**src/rtl/vrun_prio.sv**
```systemverilog
module vrun_prio #(
  parameter int MAX_WORDS = 4,
  parameter int WORD_W    = 32,
  parameter int PRIO_W    = 8
) (
  input  logic                        clk,
  input  logic                        rst_n,
  input  logic                        rd_req,
  input  logic [2:0]                  pre_bits,
  input  logic [2:0]                  min_bp,
  input  logic [MAX_WORDS*WORD_W-1:0] grp0_ap,
  input  logic [MAX_WORDS*WORD_W-1:0] grp1_ap,
  output logic                        rd_valid,
  output logic [PRIO_W-1:0]           run_prio
);
  localparam int IDX_W = $clog2(MAX_WORDS*WORD_W);
  localparam int SH_W  = 4;
  localparam int FULL_W = IDX_W + (1 << SH_W);

  int unsigned              nwords;
  logic [MAX_WORDS-1:0]     word_en;
  logic [WORD_W-1:0]        merged [MAX_WORDS];
  logic                     hit;
  logic [IDX_W-1:0]         idx;
  logic [SH_W-1:0]          shamt;
  logic [FULL_W-1:0]        scaled;
  logic [PRIO_W-1:0]        prio_next;

  assign nwords = 32'd1 << (pre_bits - 3'd5);
  assign shamt  = {1'b0, min_bp} + 4'd1;

  for (genvar w = 0; w < MAX_WORDS; w++) begin : g_word
    assign merged[w]  = grp0_ap[w*WORD_W +: WORD_W] | grp1_ap[w*WORD_W +: WORD_W];
    assign word_en[w] = 32'(w) < nwords;
  end

  always_comb begin
    hit = 1'b0;
    idx = '0;
    for (int w = 0; w < MAX_WORDS; w++) begin
      if (!hit && word_en[w] && merged[w] != '0) begin
        hit = 1'b1;
        for (int b = WORD_W-1; b >= 0; b--)
          if (merged[w][b]) idx = IDX_W'(w*WORD_W + b);
      end
    end
  end

  assign scaled    = FULL_W'(idx) << shamt;
  assign prio_next = hit ? scaled[PRIO_W-1:0] : {PRIO_W{1'b1}};

  always_ff @(posedge clk) begin
    if (!rst_n) begin
      rd_valid <= 1'b0;
      run_prio <= {PRIO_W{1'b1}};
    end else begin
      rd_valid <= rd_req;
      if (rd_req) run_prio <= prio_next;
    end
  end


  words_fit_chk: assert property (@(posedge clk) disable iff (!rst_n)
    rd_req |-> (pre_bits >= 3'd5 && pre_bits <= 3'd7 && nwords <= MAX_WORDS));

  valid_follows_chk: assert property (@(posedge clk) disable iff (!rst_n)
    rd_req |=> rd_valid);

  no_spurious_valid_chk: assert property (@(posedge clk) disable iff (!rst_n)
    !rd_req |=> !rd_valid);

  prio_hold_chk: assert property (@(posedge clk) disable iff (!rst_n)
    !rd_req |=> $stable(run_prio));

  idle_prio_chk: assert property (@(posedge clk) disable iff (!rst_n)
    (rd_req && (grp0_ap | grp1_ap) == '0) |=> run_prio == {PRIO_W{1'b1}});
endmodule

```
**config.mk**
```make
export PLATFORM = sky130hd
export DESIGN_NAME = vrun_prio
export DESIGN_NICKNAME = d
export VERILOG_FILES = /design/src/rtl/vrun_prio.sv
export SDC_FILE = /design/constraint.sdc
export NUM_CORES = 1
export LEC_CHECK = 0
export ABC_AREA = 1
export BUFFER_PORTS_ARGS = -buffer_cell sky130_fd_sc_hd__buf_2
export CORE_AREA = 2 2 107 109
export DETAILED_ROUTE_END_ITERATION = 10
export DIE_AREA = 0 0 109 111
export PLACE_DENSITY = 0.62
export SLEW_MARGIN = 20
export SYNTH_ARGS = -nofsm -noshare
export SYNTH_HDL_FRONTEND = slang
export SYNTH_SLANG_ARGS = --single-unit
export TNS_END_PERCENT = 30
```
**constraint.sdc**
```tcl
create_clock -name clk -period 11.4 [get_ports clk]
set_input_delay 0 -clock clk [delete_from_list [all_inputs] [get_ports clk]]
set_output_delay 0 -clock clk [all_outputs]
set_load 0.005 [all_outputs]
```
==> impl_metrics.yaml <==
run_status:
  status: "completed"
worst_setup_path:
  critPathMostFrequentCell: "nand2_1"
  crit_family: "simple AND/OR/NAND/NOR gates"
  required_ns: 11.52
  endpoint_kind: "flip-flop"
  worstSetupPathType: "in2reg"
  slowest_stage: "nor2_4"
  cp-start-kind: "input pin"
  arrival_ns: 7.15
  reg2reg_depth: 2
  cp_num_buf_inv: 1
  rrSetupSlack_ns: 10.79
  r2r_end: "run_prio[4]"
  cp_slowest_stage_delay_ns: 0.12
  regToRegStartpoint: "run_prio[4]"
  cp_max_fo: 3
synth:
  ys_top_cells_by_area: "nand2_1 (35%), nor2_1 (24%), dfxtp_1 (6.2%)"
  yosysTopAreaCellShare_pct: 35.2
  yosysWarnings: 0
  synth_top_flop_cell: "dfxtp_1"
  yosys-top-cells-count: "nand2_1 (271), nor2_1 (187), inv_1 (24)"
  synth_seq_area_share_pct: 6.23
  syn_area_per_cell_sq_um: 4.71
  netlist_area_sq_um: 2890
  yosysTopAreaCell: "nand2_1"
  synth_nets: 882
  ys_async_sr_fraction_pct: 0
  synth.most_common_cell: "nand2_1"
  synth.distinct_cells: 29
  synth_seq_cells: 9
  syn_inst: 614
  synth_edf_count: 0
final_layout:
  syn_to_final_growth_pct: 56.3
  finalNetCount: 1160
  drive_gt1_share_pct: 33.9
  fin_cells: 1036
  utilization_pct: 40.8
pwr:
  combPwrFrac_pct: 57.3
  power_density_nw_per_um2: 50.4
  p_int_mw: 0.143
  p_seq_share_pct: 15.9
  power.switching_mw: 0.0845
  ir_drop_uv: 47.8
  p_clk_share_pct: 26.8
  cellLeakagePower_nw: 2.38
  swShare_pct: 37.1
routing:
  met1_length_microns: 4560
  vias: 4492
  vias_per_cell: 4.34
  dr.max_layer_used: "met4"
  wl_per_cell_microns: 10.6
  wl_met3_microns: 865
  first_pass_iters: 4
  drt_wl_total_microns: 11000
  drtAntennaViolNets: 0
  dr.first_iter.drc_count: 117
  drc: 0
  dr_wl_met2_microns: 5500
cts:
  htree_levels: 1
  root_buffer: "clkbuf_16"
  clock_path_buffers: 2
  clk-insertion-delay-late_ns: 0.23
  cts_buffers: 3
  cts_tree: "built"
  cts_sinks: 9
  clkTransAtPathRegs_ns: 0.04
  ctsResizeCount: 0
  hold_buffers: 1
  cts_setup_buffers: 0
place:
  gp_congestion: 0.850
  hpwl_microns: 10300
  placed_cells: 1029
  io_buffers: 273
global_route:
  grt_usage_pct: 17.7
  grt_pass1_wl_microns: 17600
  grt_pass1_vias: 4212
  grt_max_degree: 11
  globalRouteOverflowTotal: 0
  antenna_found_initial: 2
floorplan:
  io_pins: 274
  die-width_microns: 109
  initial_core_util_pct: 26.1
  rows: 39
  coreArea_sq_um: 11100
  dieHeight_microns: 111
  die-area_sq_um: 12100
sta:
  hold_viol: 0
  whs_ns: 0.0799
  worst_pin_slew_ns: 0.385
  maxSlewViolCount: 0
  relSlewSlack_pct: 74.1
  min_period_ns: 7.02
  fin_skew_ns: 0
  setup_viol: 0
  post-route-period-util_pct: 61.6
  max_freq_mhz: 142
  rsz0062_at_grt: "no"
  setup_tns_ns: 0
run:
  maxCapViolations: 0
worst_hold_path:
  hold_end: "rd_valid"
  hold_depth: 3
  holdCritStartpoint: "rd_req"
  hold_path.class: "in2reg"
-- flip-flops by register name, summed over array words and instances, names as in the netlist --
signal	cells
rd_valid	1
run_prio	8
-- worst min-delay path: cells and delay by family --
kind | cells | cell delay [ns]
AND/OR/NAND/NOR | 1 | 0.08
buffers and inverters | 2 | 0.19
-- metal layers --
metal  track usage, %  vias up
met3             2.18        7
met5                0        -
met4             2.48        0
met1             20.3     1803
met2             34.7      178
li1                 -     2504
-- cell families (layout without fill, tap and decap cells) --
| kind of cell | Yosys count | after routing | synth area share (%) |
|---|---|---|---|
| AOI/OAI and AO/OA | 64 | 64 | 13.3 |
| xor gates and xnor gates | 1 | 1 | 0.303 |
| adders and majority gates | 3 | 3 | 1.30 |
| buffers and inverters | 31 | 308 | 4.29 |
| DFF | 9 | 9 | 6.23 |
| other | 0 | 2 | 0 |
| and+or+nand+nor | 506 | 506 | 74.6 |
-- how the worst max path moves through the flow --
stage | from | end | cells past startpoint
5_1_grt | grp0_ap[31] | run_prio[3] | 137
3_5_place_dp | grp1_ap[29] | run_prio[5] | 135
2_1_floorplan | grp0_ap[31] | run_prio[5] | 136
3_3_place_gp | grp1_ap[29] | run_prio[3] | 135
6_report | grp1_ap[29] | run_prio[3] | 135
4_1_cts | grp1_ap[29] | run_prio[3] | 135
-- stage by stage --
step                      worst slack, ns  area [sq um]  total power, mW
after floorplan                      5.20          2890            0.101
after global placement               4.04          4420            0.168
after detailed placement             4.05          4420            0.168
after CTS                            4.25          4510            0.231
after global routing                 2.72          4520            0.251
final                                4.38          4520            0.228
-- layout by cell type (no fill, tap or decap), types with 2 or more instances in the layout --
cell	synthesis	layout
nand2_1	271	271
inv_2	5	5
buf_2	0	273
ha_1	3	3
inv_1	24	24
nand4_1	3	3
a21oi_1	21	21
nor2_4	6	6
o21ai_0	11	11
nor3_1	8	8
a31oi_1	12	12
nor2_2	2	2
o21ai_1	2	2
o21bai_1	7	7
nor2_1	187	187
o31ai_1	5	5
nand3_1	14	14
nor4_1	3	3
nor2_8	9	9
clkbuf_16	0	3
dfxtp_1	9	9
diode_2	0	2
nand2_2	2	2
o211ai_1	2	2
-- final cells by class --
cell class / instances / area [sq um]
well taps: 143 / 179
multi-input cells: 574 / 2590
diodes: 2 / 5.00
flip-flops and latches: 9 / 180
fillers: 1309 / 6560
repair buffers: 274 / 1380
clock buffers: 4 / 78.8
inverters: 30 / 113
-- power by group through the flow --
stage          registers, mW  logic (mW)  clock network (mW)
2_1_floorplan         0.0371      0.0639                   0
3_3_place_gp          0.0368       0.131                   0
3_5_place_dp          0.0368       0.131                   0
4_1_cts               0.0363       0.132              0.0622
5_1_grt               0.0367       0.151              0.0641
6_report              0.0363       0.130              0.0611
Note: power is estimated with default switching activity, not from simulation.
